==> src/rtl/fm_pkg.sv <==
package fm_pkg;
    localparam int CODE_W  = 2;
    localparam int IN_W    = 2;
    localparam int ENTRIES = 1 << (CODE_W + IN_W);
    localparam int TBL_W   = ENTRIES * CODE_W;

    typedef logic [CODE_W-1:0] code_t;
    typedef logic [IN_W-1:0]   in_t;
    typedef logic [TBL_W-1:0]  table_t;

    // Entry position: index {present code, input column}
    function automatic table_t put(table_t t, code_t s, in_t x, code_t n);
        table_t r;
        r = t;
        r[int'({s, x}) * CODE_W +: CODE_W] = n;
        return r;
    endfunction

    function automatic code_t lookup(table_t t, code_t s, in_t x);
        return t[int'({s, x}) * CODE_W +: CODE_W];
    endfunction

    // Default flow table, codes Q0=00 Q1=01 Q2=11 Q3=10
    function automatic table_t default_table();
        table_t t;
        t = '0;
        t = put(t, 2'b00, 2'b00, 2'b01);
        t = put(t, 2'b00, 2'b01, 2'b00);
        t = put(t, 2'b00, 2'b11, 2'b00);
        t = put(t, 2'b00, 2'b10, 2'b10);
        t = put(t, 2'b01, 2'b00, 2'b01);
        t = put(t, 2'b01, 2'b01, 2'b01);
        t = put(t, 2'b01, 2'b11, 2'b01);
        t = put(t, 2'b01, 2'b10, 2'b10);
        t = put(t, 2'b11, 2'b00, 2'b11);
        t = put(t, 2'b11, 2'b01, 2'b01);
        t = put(t, 2'b11, 2'b11, 2'b11);
        t = put(t, 2'b11, 2'b10, 2'b10);
        t = put(t, 2'b10, 2'b00, 2'b01);
        t = put(t, 2'b10, 2'b01, 2'b01);
        t = put(t, 2'b10, 2'b11, 2'b00);
        t = put(t, 2'b10, 2'b10, 2'b10);
        return t;
    endfunction
endpackage

==> src/rtl/fm_next_state.sv <==
module fm_next_state
    import fm_pkg::*;
#(
    parameter table_t TBL = default_table()
) (
    input  code_t cur,
    input  in_t   x,
    output code_t nxt
);
    assign nxt = lookup(TBL, cur, x);
endmodule

==> src/rtl/fm_settle_walk.sv <==
module fm_settle_walk
    import fm_pkg::*;
#(
    parameter table_t TBL   = default_table(),
    parameter int     DEPTH = 4
) (
    input  code_t start,
    input  in_t   x,
    output code_t rest
);
    code_t hop [DEPTH+1];

    assign hop[0] = start;

    // Unrolled chain of table lookups under a fixed input column
    for (genvar i = 0; i < DEPTH; i++) begin : g_hop
        fm_next_state #(.TBL(TBL)) u_step (
            .cur (hop[i]),
            .x   (x),
            .nxt (hop[i+1])
        );
    end

    assign rest = hop[DEPTH];
endmodule

==> src/rtl/fm_race_judge.sv <==
module fm_race_judge
    import fm_pkg::*;
#(
    parameter table_t TBL   = default_table(),
    parameter int     DEPTH = 4
) (
    input  code_t cur,
    input  in_t   x,
    input  code_t nxt,
    output logic  is_race,
    output logic  is_critical
);
    code_t ends [CODE_W];

    // One walk per state bit, that bit flipping first
    for (genvar b = 0; b < CODE_W; b++) begin : g_order
        code_t first_hop;
        assign first_hop = cur ^ code_t'(1 << b);
        fm_settle_walk #(.TBL(TBL), .DEPTH(DEPTH)) u_walk (
            .start (first_hop),
            .x     (x),
            .rest  (ends[b])
        );
    end

    assign is_race     = $countones(nxt ^ cur) > 1;
    assign is_critical = is_race && (ends[0] != ends[1]);
endmodule

==> src/rtl/fm_flow_emulator.sv <==
module fm_flow_emulator
    import fm_pkg::*;
#(
    parameter table_t FLOW_TABLE = default_table(),
    parameter int     STEP_LIMIT = 4
) (
    input  logic       clk,
    input  logic       rst,
    input  logic [1:0] x_in,
    output logic [1:0] y_state,
    output logic       settled,
    output logic       osc_flag,
    output logic       mode_err,
    output logic       race_flag,
    output logic       crit_race
);
    localparam int CNT_W = $clog2(STEP_LIMIT + 1);

    typedef struct packed {
        code_t            state;
        in_t              x_prev;
        logic             busy;
        logic [CNT_W-1:0] cnt;
        logic             settled;
        logic             osc;
        logic             mode;
        logic             race;
        logic             crit;
    } regs_t;

    regs_t r_q, r_d;
    code_t step_nxt;
    code_t hold_nxt;
    logic  race_now;
    logic  crit_now;

    fm_next_state #(.TBL(FLOW_TABLE)) u_step (
        .cur (r_q.state),
        .x   (x_in),
        .nxt (step_nxt)
    );

    // Stability of the total state under the previously applied input
    fm_next_state #(.TBL(FLOW_TABLE)) u_hold (
        .cur (r_q.state),
        .x   (r_q.x_prev),
        .nxt (hold_nxt)
    );

    fm_race_judge #(.TBL(FLOW_TABLE), .DEPTH(STEP_LIMIT)) u_race (
        .cur         (r_q.state),
        .x           (x_in),
        .nxt         (step_nxt),
        .is_race     (race_now),
        .is_critical (crit_now)
    );

    always_comb begin
        logic chg;
        logic moving;
        logic active;
        r_d    = r_q;
        chg    = x_in != r_q.x_prev;
        moving = step_nxt != r_q.state;
        active = chg || r_q.busy;

        r_d.state   = step_nxt;
        r_d.x_prev  = x_in;
        r_d.busy    = active && moving;
        r_d.settled = active && !moving;

        if (chg && ((hold_nxt != r_q.state) || ($countones(x_in ^ r_q.x_prev) > 1))) begin
            r_d.mode = 1'b1;
        end

        if (!moving) begin
            r_d.cnt = '0;
        end else if (chg) begin
            r_d.cnt = CNT_W'(1);
        end else if (r_q.cnt >= CNT_W'(STEP_LIMIT)) begin
            r_d.osc = 1'b1;
        end else begin
            r_d.cnt = r_q.cnt + 1'b1;
        end

        if (moving && race_now) begin
            r_d.race = 1'b1;
        end
        if (moving && crit_now) begin
            r_d.crit = 1'b1;
        end
    end

    always_ff @(posedge clk) begin
        if (rst) begin
            r_q       <= '0;
            r_q.busy  <= 1'b1;
        end else begin
            r_q <= r_d;
        end
    end

    assign y_state   = r_q.state;
    assign settled   = r_q.settled;
    assign osc_flag  = r_q.osc;
    assign mode_err  = r_q.mode;
    assign race_flag = r_q.race;
    assign crit_race = r_q.crit;
endmodule

==> config.mk <==
export PLATFORM = sky130hd
export DESIGN_NAME = fm_flow_emulator
export DESIGN_NICKNAME = d
export VERILOG_FILES = /design/src/rtl/fm_pkg.sv /design/src/rtl/fm_next_state.sv /design/src/rtl/fm_settle_walk.sv /design/src/rtl/fm_race_judge.sv /design/src/rtl/fm_flow_emulator.sv
export SDC_FILE = /design/constraint.sdc
export NUM_CORES = 1
export LEC_CHECK = 0
export ABC_CLOCK_PERIOD_IN_PS = 4000
export BUFFER_PORTS_ARGS = -buffer_cell sky130_fd_sc_hd__buf_2
export CAP_MARGIN = 10
export CORE_AREA = 3 3 40 42
export CTS_CLUSTER_DIAMETER = 60
export DETAILED_ROUTE_END_ITERATION = 10
export DIE_AREA = 0 0 43 45
export PLACE_DENSITY_LB_ADDON = 0.1
export SETUP_SLACK_MARGIN = 0.5
export SLEW_MARGIN = 5
export SYNTH_ARGS = -nofsm -noshare
export SYNTH_HDL_FRONTEND = slang
export SYNTH_SLANG_ARGS = --single-unit
==> constraint.sdc <==
create_clock -name clk -period 4 [get_ports clk]
set_clock_uncertainty 0.1 [all_clocks]
set_input_delay 0.6 -clock clk [delete_from_list [all_inputs] [get_ports clk]]
set_output_delay 0.6 -clock clk [all_outputs]
set_load 0.01 [all_outputs]
Word-level counts from Yosys, hierarchy flattened:

Cells that the tools add are included.

* flip-flop bits (word level): 13
* word-level logic and storage cells: 51
* output and inout port bits: 7
* input bits: 4

* $add $sub $neg: 3
* reductions and logical operators: 12
* mux-type cells: 2
* shift operators: 10
* order comparisons: 3
* equal/unequal tests: 5
* bitwise operators: 6

Operators with widths (count)
* variable part select 32 x 6 -> 2 bit, first input constant: 10
* > comparator 32 x 2 -> 1 bit, second input constant: 1
* != test 2 bit: 4
* logical AND 1 bit: 6
* adder 1 x 1 -> 2 bit: 2
* inverter 1 bit: 4
* XOR 2 bit: 2
* adder 3 x 1 -> 3 bit, second input constant: 1
* >= comparator 3 bit, second input constant: 1
* AND reduction 3 bit: 1
* OR reduction 3 bit: 1
* > comparator 2 x 1 -> 1 bit, second input constant: 1
* logical OR 1 bit: 2
* two-way mux 1 bit: 2
* != test 2 bit, second input constant: 1
* OR reduction 2 bit: 1
* logical NOT 1 bit: 1

Depth between registers and ports, before layout:

Gate-level depths: netlist of the first run.

* depth in word-level cells: 8
* gate-level depth with buffers: 5
* gate-level depth less buffers: 4

By module:

Synthesis of the first run repeated with hierarchy kept, for this count alone.

* cells, all modules: 123
* area total of the unflattened synthesis: 885.8 µm²

Modules (own cells, without submodules)
* fm_flow_emulator: seq. area each 260.2 µm², cells an instance 55, area an instance 526.8 µm², times used 1
* fm_next_state: seq. area each 0.0 µm², cells an instance 6, area an instance 30.0 µm², times used 10
* fm_race_judge: seq. area each 0.0 µm², cells an instance 8, area an instance 58.8 µm², times used 1

Worst setup path after synthesis of the first run:

Ideal clock, no wire load.

* path type: input -> register
* from: input port x_in[1]
* to: register r_q[7] (netlist name)
* data arrival time: 1.436 ns
* stages on the path: 5
* library setup time: 0.088 ns
* slack: 2.376 ns
* path through: clkbuf_8 -> and3b_1 -> a211oi_2 -> a31oi_2 -> nor4_2

* longest elaborated chain between the ends: 4
* elaborated cells on any way between the ends: 5
* classes of those cells: eq/ne: 2; shift: 1; bitwise: 1; reduce/logical: 1

Ends and longest elaborated chain
* start, declared: line fm_flow_emulator.sv:9 `input logic [1:0] x_in,`
* variable part select 32 x 6 -> 2 bit: line fm_pkg.sv:20 `return t[int'({s, x}) * CODE_W +: CODE_W];`
* != test 2 bit: line fm_flow_emulator.sv:64 `moving = step_nxt != r_q.state;`
* inverter 1 bit (no line)
* OR reduction 3 bit (no line) *
* end signal, assigned: line fm_flow_emulator.sv:99 `r_q <= r_d;`
* end, declared: line fm_flow_emulator.sv:31 `regs_t r_q, r_d;`

Every way passes the cells marked *; elsewhere a longest branch is shown, timed or not.
A chain may end at the register's enable or synchronous reset.

Worst setup path in the final report of the first run:

* from: register r_q, in the netlist y_state[0]
* to: output port y_state[0]

RTL lines
* end, declared: line fm_flow_emulator.sv:10 `output logic [1:0] y_state,`

No word-level cell between the ends.

==> results of run 1 <==
==> registers in the layout (all words and copies together) (netlist names) <==
name and count:
osc_flag 1, mode_err 1, crit_race 1, settled 1
y_state 2, r_q 6, race_flag 1
==> worst register-to-register path, delay by kind of cell, from the launching register on <==
family           cells  cell delay, ns
flip-flops           1            0.53
AND/OR/NAND/NOR      2            0.49
AO/OA/AOI/OAI        2            0.32
==> routing by layer <==
| metal | up-vias | part of all wire, % | GRT usage (%) |
|---|---|---|---|
| li1 | 269 | - | - |
| met1 | 222 | 50 | 19.3 |
| met2 | 9 | 45 | 20.1 |
| met3 | 2 | 3.8 | 3.59 |
| met4 | 0 | 0.89 | 7.23 |
| met5 | - | 0 | 0 |
==> metrics by stage <==
step                setup WS [ns]  hold slack, ns
global placement             2.30           0.347
global route                 2.23           0.375
detailed placement           2.28           0.349
finish                       2.30           0.366
floorplan                    2.38           0.373
CTS                          2.29           0.368
==> report_power, final <==
| group | internal [µW] | switching (µW) |
|---|---|---|
| Clock | 38.6 | 39.5 |
| Sequential | 136 | 7.15 |
| Combinational | 15.5 | 21.3 |
| Total | 190 | 68.0 |
==> cells in the mapped netlist, types with 2 or more instances <==
cell type	count	area [µm²]
nor3_1	2	10.0
nor4_2	2	25.0
ha_1	2	25.0
clkbuf_8	2	27.5
nor2_1	13	48.8
nor2b_1	2	12.5
xnor2_1	3	26.3
inv_1	5	18.8
nand2_1	4	15.0
buf_4	3	22.5
dfxtp_1	13	260
o21ai_0	2	10.0
a21oi_1	3	15.0
==> cell type report <==
| type | instances | area [µm²] | area share (%) |
|---|---|---|---|
| repair buffers | 10 | 50.0 | 7.09 |
| well taps | 15 | 18.8 | 2.66 |
| inverters | 5 | 18.8 | 2.66 |
| multi-input cells | 50 | 332 | 47.0 |
| flip-flops and latches | 13 | 260 | 36.9 |
| clock buffers | 4 | 26.3 | 3.72 |
==> worst paths after layout <==
path                               from                    end
setup / recovery  y_state[0]$_SDFF_PP0_             y_state[0]
hold / removal    osc_flag$_SDFFE_PP0P_  osc_flag$_SDFFE_PP0P_
setup reg to reg  y_state[0]$_SDFF_PP0_    r_q[7]$_SDFFE_PP0P_
hold reg to reg   osc_flag$_SDFFE_PP0P_  osc_flag$_SDFFE_PP0P_
==> logic make-up (layout without fill, tap and decap cells) <==
kind of cell | count (synthesis) | in the layout
compound gates | 13 | 13
xor+xnor | 3 | 3
fa+ha+maj | 3 | 3
buf+inv | 11 | 19
flops | 13 | 13
mux | 1 | 1
simple gates | 30 | 30
==> metrics.cfg, run 1 <==
[status]
status=finished, final reports clean

[clocking]
numCtsBuffers=3
clkSinkCount=13
insertion_delay_ns=0.27
cts_tree=yes
cts_resized=0
cts_setup_buffers=0
clockBufferDepth=2
root_buffer=clkbuf_4
clkTransAtPathRegs_ns=0.08
cts_htree_levels=1
postCtsHoldBufs=0

[timing]
hold_viol_final=0
worstMarginPinSlew_ns=0.353
min_period_ns=1.70
fmax_mhz=589
rsz0062_at_grt=no
max_slew_margin_pct=76.4
slew_violations=0
finalSetupViolations=0
period_share_pct=42.4
fin_tns_setup_ns=0

[floorplanning]
die_h_um=45
core-area_um2=1280
die_area_um2=1940
rows=13
initial_core_util_pct=52.3
die_w_um=43
pin_count=11

[worst_setup_path]
crit_path_max_fanout=11
crit_chain=buf_2
reg2regPathDepth=4
worstSetupPathDepth=1
slowest_stage=dfxtp_1
worstPathRequired_ns=3.30
cp_slowest_stage_delay_ns=0.53
critPathBufInv=1
crit_arrival_ns=1.00
r2r_slack_ns=2.49
criticalPathCategory=register to primary output
critical-path-top-delay-family=flip-flops
start_kind=register
cp-end-kind=primary output

[job]
cap_violations=0

[global_route]
grt_max_degree=15
overflow=0
antenna_found_initial=0
grt_pass1_wl_mm=2.04
grt_usage_pct=14.0
grt_pass1_vias=455

[pwr]
max-vdd-ir-drop_mv=0.159
powerDensity_nw_per_um2=366
power_leakage_uw=0.000288
power_uw=258

[synth]
synth_top_family_by_area=simple AND/OR/NAND/NOR gates
syn_avg_cell_area_um2=9.08
synthXorXnorAreaFrac_pct=3.91
synth_ff_type=dfxtp_1
synth_cell_types=31
synth_fa_ha_area_share_pct=5.21
syn-instance-count=74
yosysWarnings=0
synth-simple-area-share_pct=23.8
synth_edf_count=0
syn_area_um2=672
yosysSeqAreaShare_pct=38.7
synthMuxAreaShare_pct=1.49
ys_seq_elements=13
async_flop_share_pct=0
syn_nets=80
synth_compound_area_share_pct=14.9

[route]
num_vias=502
drtPass1Iterations=4
ant_nets=0
drtIter0Drc=9
routed_wl_mm=1.12
post-route-drc-count=0
wl_per_cell_um=11.5
routed_via_density=5.18

[final_layout]
diodes=0
final_cell_mix=13 x nor2_1, 13 x dfxtp_1, 10 x buf_2
drive_gt1_share_pct=20.7
utilization_pct=54.9
syn2layout_area_growth_pct=5.03
postLayoutCellArea_um2=706
fillers=123
final_cells=97
nets=89

[placed_design]
dp_hpwl_um=813
io_buffers=10
globalplace.congestion=0.699
place_inst=93
place_area_um2=679

[hold_path]
hold_class=register to register
hold_path_depth=1

Note: power is estimated with default switching activity, not from simulation.
==> run 2, diff against run 1 <==
- ABC_CLOCK_PERIOD_IN_PS: 4000 -> 1800
- clock period: 4 -> 1.8 ns (I/O delays scaled with it)
==> run 2 against run 1 <==
Net effect: first-iteration DRC count down 56%; setup slack worse by 1.8 ns; power up 130%; design area up 6.6%; cell count up 2.1%; sequential share of layout area down 1.1 points; wire length about the same; critical path type is now register to register.
==> metrics.cfg, run 2 (same netlist as run 1, synthesis figures left out) <==
[status]
status=finished, final reports clean

[final_layout]
mostFrequentLayoutCell=nor2_1
multi_input_area_um2=340  ; +2.6%
register_area_um2=269  ; +3.4%
diodes=0  ; unchanged
final_cell_mix=13 x nor2_1, 10 x dfxtp_1, 10 x buf_2
nets=91  ; +2.2%
fillers=120  ; -2.4%
utilization_pct=58.5  ; +3.6 points
regMostFlops=r_q
syn2layout_area_growth_pct=11.9
drive_gt1_share_pct=27.4  ; +6.6 points
largest_reg_flops=6  ; unchanged
postLayoutCellArea_um2=752  ; +6.6%

[clocking]
clkSinkCount=13  ; unchanged
cts_tree=yes
cts_htree_levels=1  ; unchanged
clkTransAtPathRegs_ns=0.08  ; about the same
insertion_delay_ns=0.27  ; about the same
postCtsHoldBufs=0  ; unchanged
numCtsBuffers=3  ; unchanged
root_buffer=clkbuf_4
clockBufferDepth=2  ; unchanged

[route]
routed_via_density=5.34  ; +3.2%
routed_wl_mm=1.12  ; about the same
drtPass1Iterations=4  ; unchanged
ant_nets=0  ; unchanged
num_vias=529  ; +5.4%
wl_per_cell_um=11.3  ; -1.9%
post-route-drc-count=0  ; unchanged
drtIter0Drc=4  ; -5

[worst_setup_path]
critical-path-top-delay-family=compound AO/OA/AOI/OAI gates
start_kind=register
slowest_stage=dfxtp_4
criticalPathCategory=register to register
cp_slowest_stage_delay_ns=0.37  ; -0.16 ns
crit_arrival_ns=1.34  ; +0.34 ns
crit_chain=buf_12 -> o21a_1 -> o21ai_0 -> a31oi_1 -> a311oi_1
critPathBufInv=1  ; unchanged
cp-end-kind=register
crit_path_max_fanout=7  ; -4
worstPathRequired_ns=1.88  ; -1.42 ns

[timing]
hold_viol_final=0  ; unchanged
worstMarginPinSlew_ns=0.310  ; -0.0437 ns
fin_tns_setup_ns=0  ; unchanged
finalSetupViolations=0  ; unchanged
max_slew_margin_pct=79.1  ; +2.7 points
period_share_pct=70.0
slew_violations=0  ; unchanged
fmax_mhz=793
setup_ws_ns=0.539  ; -1.76 ns
min_period_ns=1.26
rsz0062_at_grt=yes

[floorplanning]
rows=13  ; unchanged
die_h_um=45  ; unchanged
pin_count=11  ; unchanged
die_w_um=43  ; unchanged
die_area_um2=1940  ; unchanged
core-area_um2=1280  ; unchanged
initial_core_util_pct=52.3  ; unchanged

[hold_path]
hold_class=primary input to register

[placed_design]
dp_hpwl_um=801  ; -1.5%
globalplace.congestion=0.714  ; +2.1%
io_buffers=10  ; unchanged
dp_slack_ns=0.387  ; -1.89 ns
place_area_um2=679  ; unchanged

[global_route]
grt_pass1_vias=464  ; +2.0%
grt_usage_pct=14.3  ; +0.30 points
grt_pass1_wl_mm=2.00  ; -1.7%
grt_max_degree=15  ; unchanged
overflow=0  ; unchanged
antenna_found_initial=0  ; unchanged

[pwr]
powerDensity_nw_per_um2=773  ; +110%
power_uw=581  ; +130%
max-vdd-ir-drop_mv=0.511  ; +220%
power_leakage_uw=0.000307  ; +6.5%

[job]
cap_violations=0  ; unchanged

[run 2: changes by cell type in the layout (fill, tap and decap cells not counted), sizes merged]
cell	change
clkbuf	-1
buf	+2
clkinv	+1
[run 2: metrics by stage]
step | std cells | hold WS, ns
after floorplan | 74 | 0.308
after global placement | 93 | 0.348
after detailed placement | 93 | 0.346
after CTS | 97 | 0.208
after global routing | 99 | 0.221
final | 99 | 0.225
[run 2: timing repair]
action                     CTS  global route
pin swaps                    1             3
setup endpoints to repair    8             7
cloned                       0             0
buffers inserted             0             2
gates resized for setup      4             2
[run 2: layout make-up]
class                           instances  area share [%]
Clock buffer                            3            3.00
Timing Repair Buffer                   12            10.3
Multi-Input combinational cell         50            45.3
Clock inverter                          1           0.666
Inverter                                5            2.50
Tap cell                               15            2.50
Sequential cell                        13            35.8
[run 2: power by group]
group | internal, µW | switching, µW | total [µW]
sequential | 302 | 14.5 | 316
clock | 82.2 | 88.4 | 171
combinational | 42.3 | 51.9 | 94.2
total | 426 | 155 | 581
[run 2: path summary, 6_finish.rpt]
path                            slack [ns]                      to  depth (start not counted)              startpoint
worst max-delay path                  0.54   mode_err$_SDFFE_PP0P_                          5   y_state[0]$_SDFF_PP0_
worst min-delay path                  0.23   y_state[1]$_SDFF_PP0_                          2                     rst
worst max register to register        0.54   mode_err$_SDFFE_PP0P_                          5   y_state[0]$_SDFF_PP0_
worst min register to register        0.36  crit_race$_SDFFE_PP0P_                          2  crit_race$_SDFFE_PP0P_
[run 2: layer usage]
| layer | vias up | share of wire [%] | GRT usage, % |
|---|---|---|---|
| met5 | - | 0 | 0 |
| met4 | 0 | 1.5 | 10.8 |
| met3 | 2 | 4.3 | 3.59 |
| met2 | 12 | 45 | 23.1 |
| met1 | 240 | 49 | 16.3 |
| li1 | 275 | - | - |
==> run 3, diff against run 2 <==
- ABC_CLOCK_PERIOD_IN_PS: 1800 -> 1180
- clock period: 1.8 -> 1.18 ns (I/O delays scaled with it)
==> run 3 against run 2 <==
Net effect: the flow now finishes with violations (setup timing); worst hold slack got worse by 0.11 ns; wire length increased by 33%; sequential share of layout area decreased by 6.9 points; critical path depth decreased by 1; fmax increased by 3.1%; register-to-register slack got worse by 0.58 ns; cell count increased by 19%; setup slack got worse by 0.58 ns; via count increased by 14%; design area increased by 26%; non-clock buffer count increased by 19; core utilization increased by 15 points; largest cell class unchanged.
==> metrics.cfg, run 3 (same netlist as run 1, synthesis figures left out) <==
[clocking]
clkTransAtPathRegs_ns=0.08  ; about the same
clkSinkCount=13  ; unchanged
insertion_delay_ns=0.27  ; about the same
numCtsBuffers=3  ; unchanged
cts_tree=yes
clockBufferDepth=2  ; unchanged
root_buffer=clkbuf_4
cts_htree_levels=1  ; unchanged
postCtsHoldBufs=0  ; unchanged

[timing]
period_share_pct=104  ; +34 points
rsz0062_at_grt=yes
hold_viol_final=0  ; unchanged
setup_ws_ns=-0.0427  ; -0.582 ns
max_slew_margin_pct=82.9  ; +3.8 points
worstMarginPinSlew_ns=0.257  ; -0.0529 ns
finalSetupViolations=7  ; +7
min_period_ns=1.22  ; -0.0379 ns
fmax_mhz=818  ; +3.1%
slew_violations=0  ; unchanged

[worst_setup_path]
r2r-start=y_state[0]$_SDFF_PP0_
criticalPathCategory=register to register
crit_path_max_fanout=8  ; +1
start_kind=register
reg2regPathDepth=4  ; -1
worstPathRequired_ns=1.27  ; -0.61 ns
r2r_slack_ns=-0.04  ; -0.58 ns
crit_arrival_ns=1.31  ; -0.03 ns
cp-end-kind=register
r2r-end=r_q[6]$_SDFFE_PP0P_

[global_route]
overflow=0  ; unchanged
grt_pass1_wl_mm=2.59  ; +29%
antenna_found_initial=0  ; unchanged
grt_pass1_vias=608  ; +31%
grt_max_degree=12  ; -3
grt_usage_pct=18.3  ; +4.0 points

[floorplanning]
initial_core_util_pct=52.3  ; unchanged
die_h_um=45  ; unchanged
rows=13  ; unchanged
die_area_um2=1940  ; unchanged
core-area_um2=1280  ; unchanged
pin_count=11  ; unchanged
die_w_um=43  ; unchanged

[placed_design]
dp_hpwl_um=988  ; +23%
place_area_um2=805  ; +18%
io_buffers=10  ; unchanged
globalplace.congestion=0.754  ; +5.7%

[final_layout]
regMostFlops=r_q
diodes=0  ; unchanged
nets=110  ; +21%
drive_gt1_share_pct=48.5  ; +21 points
mostFrequentLayoutCell=buf_4
largest_reg_flops=6  ; unchanged
postLayoutCellArea_um2=950  ; +26%
final_cell_mix=21 x buf_4, 12 x nor2_1, 6 x buf_6, 6 x dfxtp_1
syn2layout_area_growth_pct=41.3

[route]
drtIter0Drc=7  ; +3
post-route-drc-count=0  ; unchanged
drtPass1Iterations=6  ; +2
ant_nets=0  ; unchanged
routed_via_density=5.13  ; -4.0%
wl_per_cell_um=12.6  ; +12%
num_vias=605  ; +14%
routed_wl_mm=1.49  ; +33%

[pwr]
power_uw=981  ; +69%
powerDensity_nw_per_um2=1030  ; +34%
power_leakage_uw=0.000410  ; +34%
max-vdd-ir-drop_mv=0.589  ; +15%

[status]
violations=setup timing
status=complete, but fails checks

[hold_path]
min-delay-start=rst
hold_end=r_q[10]$_SDFF_PP0_
hold_class=primary input to register
hold_path_depth=2  ; unchanged

[job]
cap_violations=0  ; unchanged

==> run 3: cell count changes in the layout (fill, tap and decap cells not counted), moves of 4 or more <==
cell / previous run / this run
buf_6: 0 / 6
buf_2: 10 / 4
dfxtp_1: 10 / 6
dfxtp_2: 1 / 5
buf_4: 1 / 21
==> run 3: final cells by class <==
cell class              count  area (µm²)
well taps                  15        18.8
clock buffers               4        26.3
inverters                   5        18.8
multi-input cells          50         367
flip-flops and latches     13         274
fillers                   100         335
repair buffers             31         245
==> run 3: per-stage QoR <==
step           cells  hold WS [ns]  setup WS [ns]  setup TNS (ns)  util [%]
4_1_cts          118         0.101        -0.0558          -0.212      73.5
3_3_place_gp     109         0.344        -0.0705          -0.252      62.6
5_1_grt          118         0.117         -0.106          -0.567      73.9
6_report         118         0.115        -0.0427          -0.149      73.9
3_5_place_dp     109         0.355         -0.106          -0.382      62.6
2_1_floorplan     74         0.215         -0.109          -0.464         -
==> run 3: how the worst max path moves through the flow <==
stage,startpoint,end,slack (ns),cells after the start
detailed placement,y_state[0]$_SDFF_PP0_,osc_flag$_SDFFE_PP0P_,-0.11,4
CTS,y_state[0]$_SDFF_PP0_,r_q[6]$_SDFFE_PP0P_,-0.06,4
global route,y_state[0]$_SDFF_PP0_,r_q[6]$_SDFFE_PP0P_,-0.11,4
floorplan,y_state[0]$_SDFF_PP0_,settled$_SDFF_PP0_,-0.11,5
global placement,y_state[0]$_SDFF_PP0_,settled$_SDFF_PP0_,-0.07,4
finish,y_state[0]$_SDFF_PP0_,r_q[6]$_SDFFE_PP0P_,-0.04,4
==> run 3: power breakdown <==
part | internal [µW] | switching, µW
clock | 131 | 147
sequential | 462 | 20.2
combinational | 118 | 102
total | 711 | 269
==> run 3: routing by layer <==
layer | vias up | GRT usage, % | part of all wire (%)
met2 | 12 | 33.2 | 51
met5 | - | 0 | 0
li1 | 312 | - | -
met4 | 0 | 12.7 | 1.9
met3 | 4 | 3.59 | 3.8
met1 | 277 | 18.9 | 43
==> run 3: what timing repair did <==
item,4_1_cts,5_1_grt
endpoints found under the setup margin,18,18
endpoints found under the hold margin,0,0
setup buffers,5,0
pin swaps,3,4
resized for setup,18,1
==> run 3: critical path: stages, from the launching register on <==
cell	delay, ns
dfxtp_4	0.39
and3b_1	0.18
a211oi_2	0.22
a31oi_4	0.09
nor4_2	0.15
